===== config.mk =====
export PLATFORM = sky130hd
export DESIGN_NAME = hcp_gate_gen
export DESIGN_NICKNAME = d
export VERILOG_FILES = /design/src/rtl/hcp_pkg.sv /design/src/rtl/hcp_carrier.sv /design/src/rtl/hcp_phase.sv /design/src/rtl/hcp_steer.sv /design/src/rtl/hcp_gate_gen.sv
export SDC_FILE = /design/constraint.sdc
export NUM_CORES = 1
export LEC_CHECK = 0
export CORE_MARGIN = 2
export CORE_UTILIZATION = 35
export CTS_CLUSTER_SIZE = 12
export DETAILED_ROUTE_END_ITERATION = 12
export GPL_ROUTABILITY_DRIVEN = 0
export PLACE_DENSITY = 0.53
export RECOVER_POWER = 25
export SYNTH_ARGS = -nofsm -noshare
export SYNTH_HDL_FRONTEND = slang
export SYNTH_HIERARCHICAL = 1
export SYNTH_SLANG_ARGS = --single-unit

===== constraint.sdc =====
create_clock -name clk -period 6.1 [get_ports clk]
set_clock_uncertainty 0.05 [all_clocks]
set_input_delay 1.83 -clock clk [delete_from_list [all_inputs] [get_ports clk]]
set_output_delay 1.83 -clock clk [all_outputs]
set_load 0.005 [all_outputs]

===== src/rtl/hcp_pkg.sv =====
package hcp_pkg;

  typedef enum logic {
    HALF_POS = 1'b0,
    HALF_NEG = 1'b1
  } half_e;

  typedef struct packed {
    logic a_lo;
    logic a_hi;
    logic b_lo;
    logic b_hi;
    logic cl_a;
    logic cl_b;
  } gate_t;

endpackage


===== src/rtl/hcp_carrier.sv =====
module hcp_carrier
  import hcp_pkg::*;
#(
  parameter int CNT_W = 12,
  parameter int DT_W  = 6,
  parameter int REF_W = 16
) (
  input  logic                    clk,
  input  logic                    rst,
  input  logic                    clamp_mode,
  input  logic signed [REF_W-1:0] ref_sample,
  input  logic [CNT_W-1:0]        duty,
  input  logic [CNT_W-1:0]        period,
  input  logic [DT_W-1:0]         dead_time,
  output logic [CNT_W-1:0]        cnt_q,
  output logic [CNT_W-1:0]        per_q,
  output logic [DT_W-1:0]         dt_q,
  output logic [CNT_W-1:0]        duty_q,
  output half_e                   half_q,
  output logic                    clamp_q,
  output logic                    trans_q
);

  localparam int EW = CNT_W + 1;

  logic          wrap;
  logic [EW-1:0] limit;
  logic [EW-1:0] duty_sat;
  half_e         half_d;
  logic          changed;

  // Boundary: the last count of the captured period.
  assign wrap = (EW'(cnt_q) + EW'(1)) >= EW'(per_q);

  // Largest duty that still leaves room for both dead-time gaps.
  assign limit    = EW'(period) - (EW'(dead_time) << 1);
  assign duty_sat = (EW'(duty) > limit) ? limit : EW'(duty);

  assign half_d  = (ref_sample < 0) ? HALF_NEG : HALF_POS;
  assign changed = (half_d != half_q) || (clamp_mode != clamp_q);

  always_ff @(posedge clk) begin
    if (rst) begin
      cnt_q   <= '0;
      per_q   <= period;
      dt_q    <= dead_time;
      duty_q  <= '0;
      half_q  <= half_d;
      clamp_q <= clamp_mode;
      trans_q <= 1'b1;
    end else if (wrap) begin
      cnt_q   <= '0;
      per_q   <= period;
      dt_q    <= dead_time;
      duty_q  <= changed ? '0 : duty_sat[CNT_W-1:0];
      half_q  <= half_d;
      clamp_q <= clamp_mode;
      trans_q <= changed;
    end else begin
      cnt_q   <= cnt_q + CNT_W'(1);
    end
  end

endmodule


===== src/rtl/hcp_phase.sv =====
module hcp_phase #(
  parameter int CNT_W = 12,
  parameter int DT_W  = 6
) (
  input  logic [CNT_W-1:0] cnt,
  input  logic [CNT_W-1:0] per,
  input  logic [DT_W-1:0]  dt,
  input  logic [CNT_W-1:0] duty,
  output logic             lo_ph,
  output logic             hi_ph,
  output logic             blank_win
);

  localparam int EW = CNT_W + 1;

  logic [EW-1:0] c_e;
  logic [EW-1:0] hi_start;
  logic [EW-1:0] hi_end;

  assign c_e      = EW'(cnt);
  assign hi_start = EW'(duty) + EW'(dt);
  assign hi_end   = EW'(per) - EW'(dt);

  // Phase 1: low on. Phase 2: gap. Phase 3: high on. Phase 4: gap.
  assign lo_ph     = c_e < EW'(duty);
  assign hi_ph     = (c_e >= hi_start) && (c_e < hi_end);
  assign blank_win = c_e < EW'(dt);

endmodule


===== src/rtl/hcp_steer.sv =====
module hcp_steer
  import hcp_pkg::*;
(
  input  logic  clk,
  input  logic  rst,
  input  half_e half,
  input  logic  clamp,
  input  logic  trans,
  input  logic  blank_win,
  input  logic  lo_ph,
  input  logic  hi_ph,
  output gate_t gate_q
);

  localparam int LEGS = 2;

  logic             blank;
  logic [LEGS-1:0]  lo_n;
  logic [LEGS-1:0]  hi_n;
  logic [LEGS-1:0]  cl_n;
  gate_t            gate_d;

  assign blank = trans && blank_win;

  for (genvar i = 0; i < LEGS; i++) begin : g_leg
    localparam half_e LEG_HALF = (i == 0) ? HALF_POS : HALF_NEG;
    logic active;
    assign active  = (half == LEG_HALF);
    assign lo_n[i] = active && lo_ph;
    assign hi_n[i] = active ? hi_ph : (!clamp && !blank);
    assign cl_n[i] = !active && clamp && !blank;
  end

  always_comb begin
    gate_d      = '0;
    gate_d.a_lo = lo_n[0];
    gate_d.a_hi = hi_n[0];
    gate_d.b_lo = lo_n[1];
    gate_d.b_hi = hi_n[1];
    gate_d.cl_a = cl_n[0];
    gate_d.cl_b = cl_n[1];
  end

  always_ff @(posedge clk) begin
    if (rst) gate_q <= '0;
    else     gate_q <= gate_d;
  end

endmodule


===== src/rtl/hcp_gate_gen.sv =====
module hcp_gate_gen
  import hcp_pkg::*;
#(
  parameter int CNT_W = 12,
  parameter int DT_W  = 6,
  parameter int REF_W = 16
) (
  input  logic                    clk,
  input  logic                    rst,
  input  logic                    clamp_mode,
  input  logic signed [REF_W-1:0] ref_sample,
  input  logic [CNT_W-1:0]        duty,
  input  logic [CNT_W-1:0]        period,
  input  logic [DT_W-1:0]         dead_time,
  output logic                    leg_a_lo,
  output logic                    leg_a_hi,
  output logic                    leg_b_lo,
  output logic                    leg_b_hi,
  output logic                    clamp_a,
  output logic                    clamp_b
);

  logic [CNT_W-1:0] cnt_q;
  logic [CNT_W-1:0] per_q;
  logic [DT_W-1:0]  dt_q;
  logic [CNT_W-1:0] duty_q;
  half_e            half_q;
  logic             clamp_q;
  logic             trans_q;
  logic             lo_ph;
  logic             hi_ph;
  logic             blank_win;
  gate_t            gate_q;

  hcp_carrier #(.CNT_W(CNT_W), .DT_W(DT_W), .REF_W(REF_W)) u_carrier (
    .clk        (clk),
    .rst        (rst),
    .clamp_mode (clamp_mode),
    .ref_sample (ref_sample),
    .duty       (duty),
    .period     (period),
    .dead_time  (dead_time),
    .cnt_q      (cnt_q),
    .per_q      (per_q),
    .dt_q       (dt_q),
    .duty_q     (duty_q),
    .half_q     (half_q),
    .clamp_q    (clamp_q),
    .trans_q    (trans_q)
  );

  hcp_phase #(.CNT_W(CNT_W), .DT_W(DT_W)) u_phase (
    .cnt       (cnt_q),
    .per       (per_q),
    .dt        (dt_q),
    .duty      (duty_q),
    .lo_ph     (lo_ph),
    .hi_ph     (hi_ph),
    .blank_win (blank_win)
  );

  hcp_steer u_steer (
    .clk       (clk),
    .rst       (rst),
    .half      (half_q),
    .clamp     (clamp_q),
    .trans     (trans_q),
    .blank_win (blank_win),
    .lo_ph     (lo_ph),
    .hi_ph     (hi_ph),
    .gate_q    (gate_q)
  );

  assign leg_a_lo = gate_q.a_lo;
  assign leg_a_hi = gate_q.a_hi;
  assign leg_b_lo = gate_q.b_lo;
  assign leg_b_hi = gate_q.b_hi;
  assign clamp_a  = gate_q.cl_a;
  assign clamp_b  = gate_q.cl_b;

endmodule


* Word level (Yosys, flattened, before mapping)
Cells that the tools add are included.
** Cells by class
- Add/sub/neg operators :: 5
- Magnitude comparators :: 7
- Equal/unequal tests :: 2
- Multiplexer cells :: 13
- Bitwise logic cells :: 1
- Reductions and logical operators :: 15
** Operator list (count)
- 12-bit 2-to-1 mux :: 4
- 16-bit by 1-bit less-than comparator with 1-bit output (second input constant) :: 1
- 12-bit by 1-bit adder with 13-bit output (second input constant) :: 1
- 12-bit by 6-bit adder with 13-bit output :: 1
- 12-bit by 13-bit >= comparator with 1-bit output :: 1
- 13-bit by 12-bit >= comparator with 1-bit output :: 1
- 12-bit by 13-bit greater-than comparator with 1-bit output :: 1
- 12-bit by 13-bit less-than comparator with 1-bit output :: 1
- 12-bit by 6-bit subtractor with 13-bit output :: 1
- 12-bit by 7-bit subtractor with 13-bit output :: 1
- 12-bit by 1-bit adder with 12-bit output (second input constant) :: 1
- 12-bit less-than comparator :: 1
- 12-bit by 6-bit less-than comparator with 1-bit output :: 1
- 6-bit 2-to-1 mux :: 2
- 1-bit logical AND :: 9
- 1-bit 2-to-1 mux :: 7
- 1-bit zero test :: 3
- 1-bit inequality test :: 2
- 2-bit nonzero test :: 1
- 2-bit OR reduction :: 1
- 1-bit logical OR :: 1
- 1-bit inverter :: 1
** Storage, ports and cells
- Register bits after elaboration :: 51
- Output and inout bits :: 6

* Depth between registers and ports, before layout
- Depth in word-level cells :: 5
- Gate-level depth with buffers :: 16
- Gate-level depth less buffers :: 16

* By module
Netlist, hierarchy kept.
** Modules (own cells, without submodules)
- hcp_carrier :: times used 1, cells each 274, area an instance 2708.8 um2, seq. area each 1101.1 um2
- hcp_phase :: times used 1, cells each 209, area an instance 1590.3 um2, seq. area each 0.0 um2
- hcp_steer :: times used 1, cells each 17, area an instance 190.2 um2, seq. area each 120.1 um2

* Worst setup path after synthesis
Ideal clock, no wire load.
- Kind :: in2reg
- From :: input port period[1]
- To :: register u_carrier.duty_q[3]
- Arrival :: 4.695 ns
- Required time :: 5.966 ns
- Setup slack :: 1.271 ns
- Cell stages on the path :: 16
- Path through :: inv_1 ha_1 inv_1 fa_1 a21oi_1 o211ai_1 nor4_1 xnor2_1 ha_1 and3_1 a221oi_1 o21ai_0 o21a_1 buf_1 and3_4 o31ai_2
** On the way
- Word-level cells in the longest chain between the ends :: 4
** RTL lines
- start: declaration :: line hcp_gate_gen.sv:13 : input logic [CNT_W-1:0] period,
- 12-bit by 7-bit subtractor with 13-bit output (*) :: line hcp_carrier.sv:36 : assign limit = EW'(period) - (EW'(dead_time) << 1);
- 12-bit by 13-bit greater-than comparator with 1-bit output :: line hcp_carrier.sv:37 : assign duty_sat = (EW'(duty) > limit) ? limit : EW'(duty);
- 12-bit 2-to-1 mux (*) :: line hcp_carrier.sv:37
- 12-bit 2-to-1 mux (*) :: line hcp_carrier.sv:55 : duty_q <= changed ? '0 : duty_sat[CNT_W-1:0];
- end signal: assignment :: line hcp_carrier.sv:55
- end: declaration :: line hcp_carrier.sv:18 : output logic [CNT_W-1:0] duty_q,
Every way passes the cells marked *; elsewhere a longest branch is shown, timed or not.
A chain may end at the register's enable or synchronous reset.

* Worst setup path after layout
- From :: input port dead_time[0]
- To :: register u_carrier.duty_q[1]
** On the way
- Word-level cells in the longest chain between the ends :: 4
** RTL lines
- start: declaration :: line hcp_gate_gen.sv:14 : input logic [DT_W-1:0] dead_time,
- 12-bit by 7-bit subtractor with 13-bit output (*) :: line hcp_carrier.sv:36
- 12-bit by 13-bit greater-than comparator with 1-bit output :: line hcp_carrier.sv:37
- 12-bit 2-to-1 mux (*) :: line hcp_carrier.sv:37
- 12-bit 2-to-1 mux (*) :: line hcp_carrier.sv:55
Marks and branches as above.

==> metrics <==
status complete, no violations; post-DP HPWL a little over 9000 um; Rel. slew slack between 30% and 40%; via count of the first global-routing pass approximately 3,700; Setup Crit Path Kind input port to flop; Pre-antenna DRT Iters 4; Die Y about 120 um; Yosys cell types 59; Inst Count DP a little over 700; fmax around 0.18 GHz; RSZ-0062 raised after global routing false; Avg Vias per Cell roughly 5.2; DR iter-0 viols ~130; cts repair resizes 0; Worst Hold Class flop to flop; final setup TNS 0 ns; TritonCTS clock tree done; CP max FO 11; Clock Path Buffers 2; clk sink count just over 50; CTS buffer count 5; overall routed net length roughly 11,000 um; Slew Limit Fails 0; sequential share of the synthesized area about 27%; fin area about 5300 um^2; hold bufs inserted after CTS 0; Area Growth Syn to Fin 17.3%; Yosys warning total 6; VDD IR-drop max ~0.14 mV; Leakage between 2 and 2.5 nW; Final Setup Violations 0; WP data arrival 5.81 ns; Worst-path clk slew 0.07 ns; GRT Total Usage 17.3%; final worst path period need between 5 and 6 ns; Vias ~3,700; Die ar. about 14,000 um^2; Synth Register Bits 51; placed inst area about 5000 um^2; Syn Nets about 630; largest net degree at the start of global routing 24; crit share post-route 92.6%; most common cell in the synthesized netlist ha_1; Final Util 41.9%; nets between 600 and 700; Avg WL per Cell about 16 um; I/O Pins between 50 and 60; Initial Util between 30 and 40%; Post-CTS Setup Repair Bufs 0; share of layout cells above drive strength 1 around 4.2%; DRC 0; port bufs 39; Cell Area, Synth roughly 4500 um^2; htree depth 2; Worst-Skew Late Latency roughly 0.30 ns; CP Launch Type input port; GRT overflow 0; most frequent cells after synthesis 82 x ha_1, 49 x inv_1, 35 x nand2_1; ANT cells 0; first-pass GRT wire length approximately 18,000 um; Synth area leader ha_1; initial antenna violation count 0; pwr/cell area ~170 nW/um^2; top_reg_cell synth dfxtp_1; Max Cap Viol 0; Worst Setup End Kind flop; Std-Cell Rows 41; die width roughly 120 um; endpoints failing hold 0; ys async rst share 0%; post-route ant nets 0; Final Non-Filler Cells 715; Post-synth EDFFs 20; Critical Path RT approximately 6.3 ns; Syn Area/Cell between 8 and 9 um^2; top-area cell type share of the netlist area 22.9%; core area approximately 13,000 um^2; Post-Syn Instances 500; Slew @ Worst Pin ~0.90 ns; CTS root buf clkbuf_16; dominant cells by area after synthesis ha_1 23%, dfxtp_1 14%, edfxtp_1 13%, xnor2_1 4.7%, inv_1 4.1%
## cells by family (layout without fill, tap and decap cells)
logic type,after synthesis,in the layout,share of synthesized area [%]
AO/OA/AOI/OAI,119,119,18.5
adder cells (fa/ha/maj),85,85,24.2
buffers and inverters,56,99,4.85
AND/OR/NAND/NOR,152,152,17.9
XOR/XNOR,35,35,6.83
flip-flops,51,51,27.2
multiplexers,2,2,0.446
## worst max-delay path, stage by stage
cell	delay [ns]
dlygate4sd3_1	0.56
ha_1	0.19
inv_1	0.06
fa_1	0.39
a21oi_1	0.33
o211ai_1	0.23
nor4_1	0.28
xnor2_1	0.20
ha_1	0.26
and3_1	0.19
a221oi_1	0.29
o21ai_0	0.23
o21a_1	0.36
and3_1	0.24
o31ai_1	0.17
## area by class of cell
cell class | count | area [um^2]
inverters | 49 | 184
flip-flops and latches | 51 | 1220
repair buffers | 42 | 413
multi-input cells | 393 | 3060
clock buffers | 5 | 125
clock inverters | 3 | 42.5
fillers | 1241 | 7300
well taps | 172 | 215
## placed cells by master (no fill, tap or decap), types with 4 or more instances in the layout
cell type        instances
ha_1                    82
inv_1                   49
nand2_1                 35
dfxtp_1                 31
nor2_1                  30
a21oi_1                 28
xnor2_1                 24
clkdlybuf4s50_1         21
nand3_1                 20
edfxtp_1                20
dlygate4sd3_1           18
o211ai_1                17
and2_1                  15
o21ai_0                 15
xor2_1                  11
a21o_1                  10
o21a_1                   9
nor4_1                   8
nand4_1                  7
nor3_1                   7
o2111ai_1                6
clkbuf_16                5
o31ai_1                  5
and4_1                   4
nand2b_1                 4
a31oi_1                  4
and3_1                   4
## layer usage
metal	vias up	share of wire, %	global-route usage (%)
met5	-	0	0
met4	0	3.2	7.61
met3	22	2.2	2.01
met2	59	48	29.3
met1	1736	46	22.2
li1	1915	-	-
## sequential cells by signal, indices dropped and copies added, names as in the netlist
signal,count
u_carrier/cnt_q,12
u_carrier/duty_q,12
u_carrier/per_q,12
u_carrier/dt_q,6
u_steer/gate_q,6
u_carrier/clamp_q,1
u_carrier/half_q,1
u_carrier/trans_q,1
## stage by stage
| step | hold slack, ns | total power (W) | setup slack [ns] |
|---|---|---|---|
| after global placement | 0.403 | 0.000592 | 0.251 |
| after detailed placement | 0.407 | 0.000598 | 0.208 |
| after CTS | 0.423 | 0.000923 | 0.507 |
| after floorplan | 0.375 | 0.000518 | 1.27 |
| after global routing | 0.458 | 0.000964 | 0.181 |
| final | 0.422 | 0.000912 | 0.450 |
## power by group
part / leakage (nW) / internal (W) / switching, W / total, W
registers: 0.446 / 0.000365 / 0.0000127 / 0.000378
logic: 1.76 / 0.0000938 / 0.000115 / 0.000209
clock network: 0.0818 / 0.000194 / 0.000131 / 0.000325
## worst paths after layout
kind | start | end | slack, ns | cells past startpoint
setup / recovery | dead_time[0] | u_carrier/duty_q[1]$_SDFFE_PP0P_ | 0.45 | 15
hold / removal | u_carrier/duty_q[8]$_SDFFE_PP0P_ | u_carrier/duty_q[8]$_SDFFE_PP0P_ | 0.42 | 2
setup reg to reg | u_carrier/per_q[0]$_DFFE_PP_ | u_steer/gate_q[2]$_SDFF_PP0_ | 2.48 | 16
hold reg to reg | u_carrier/duty_q[8]$_SDFFE_PP0P_ | u_carrier/duty_q[8]$_SDFFE_PP0P_ | 0.42 | 2
Note: power is estimated with default switching activity, not from simulation.
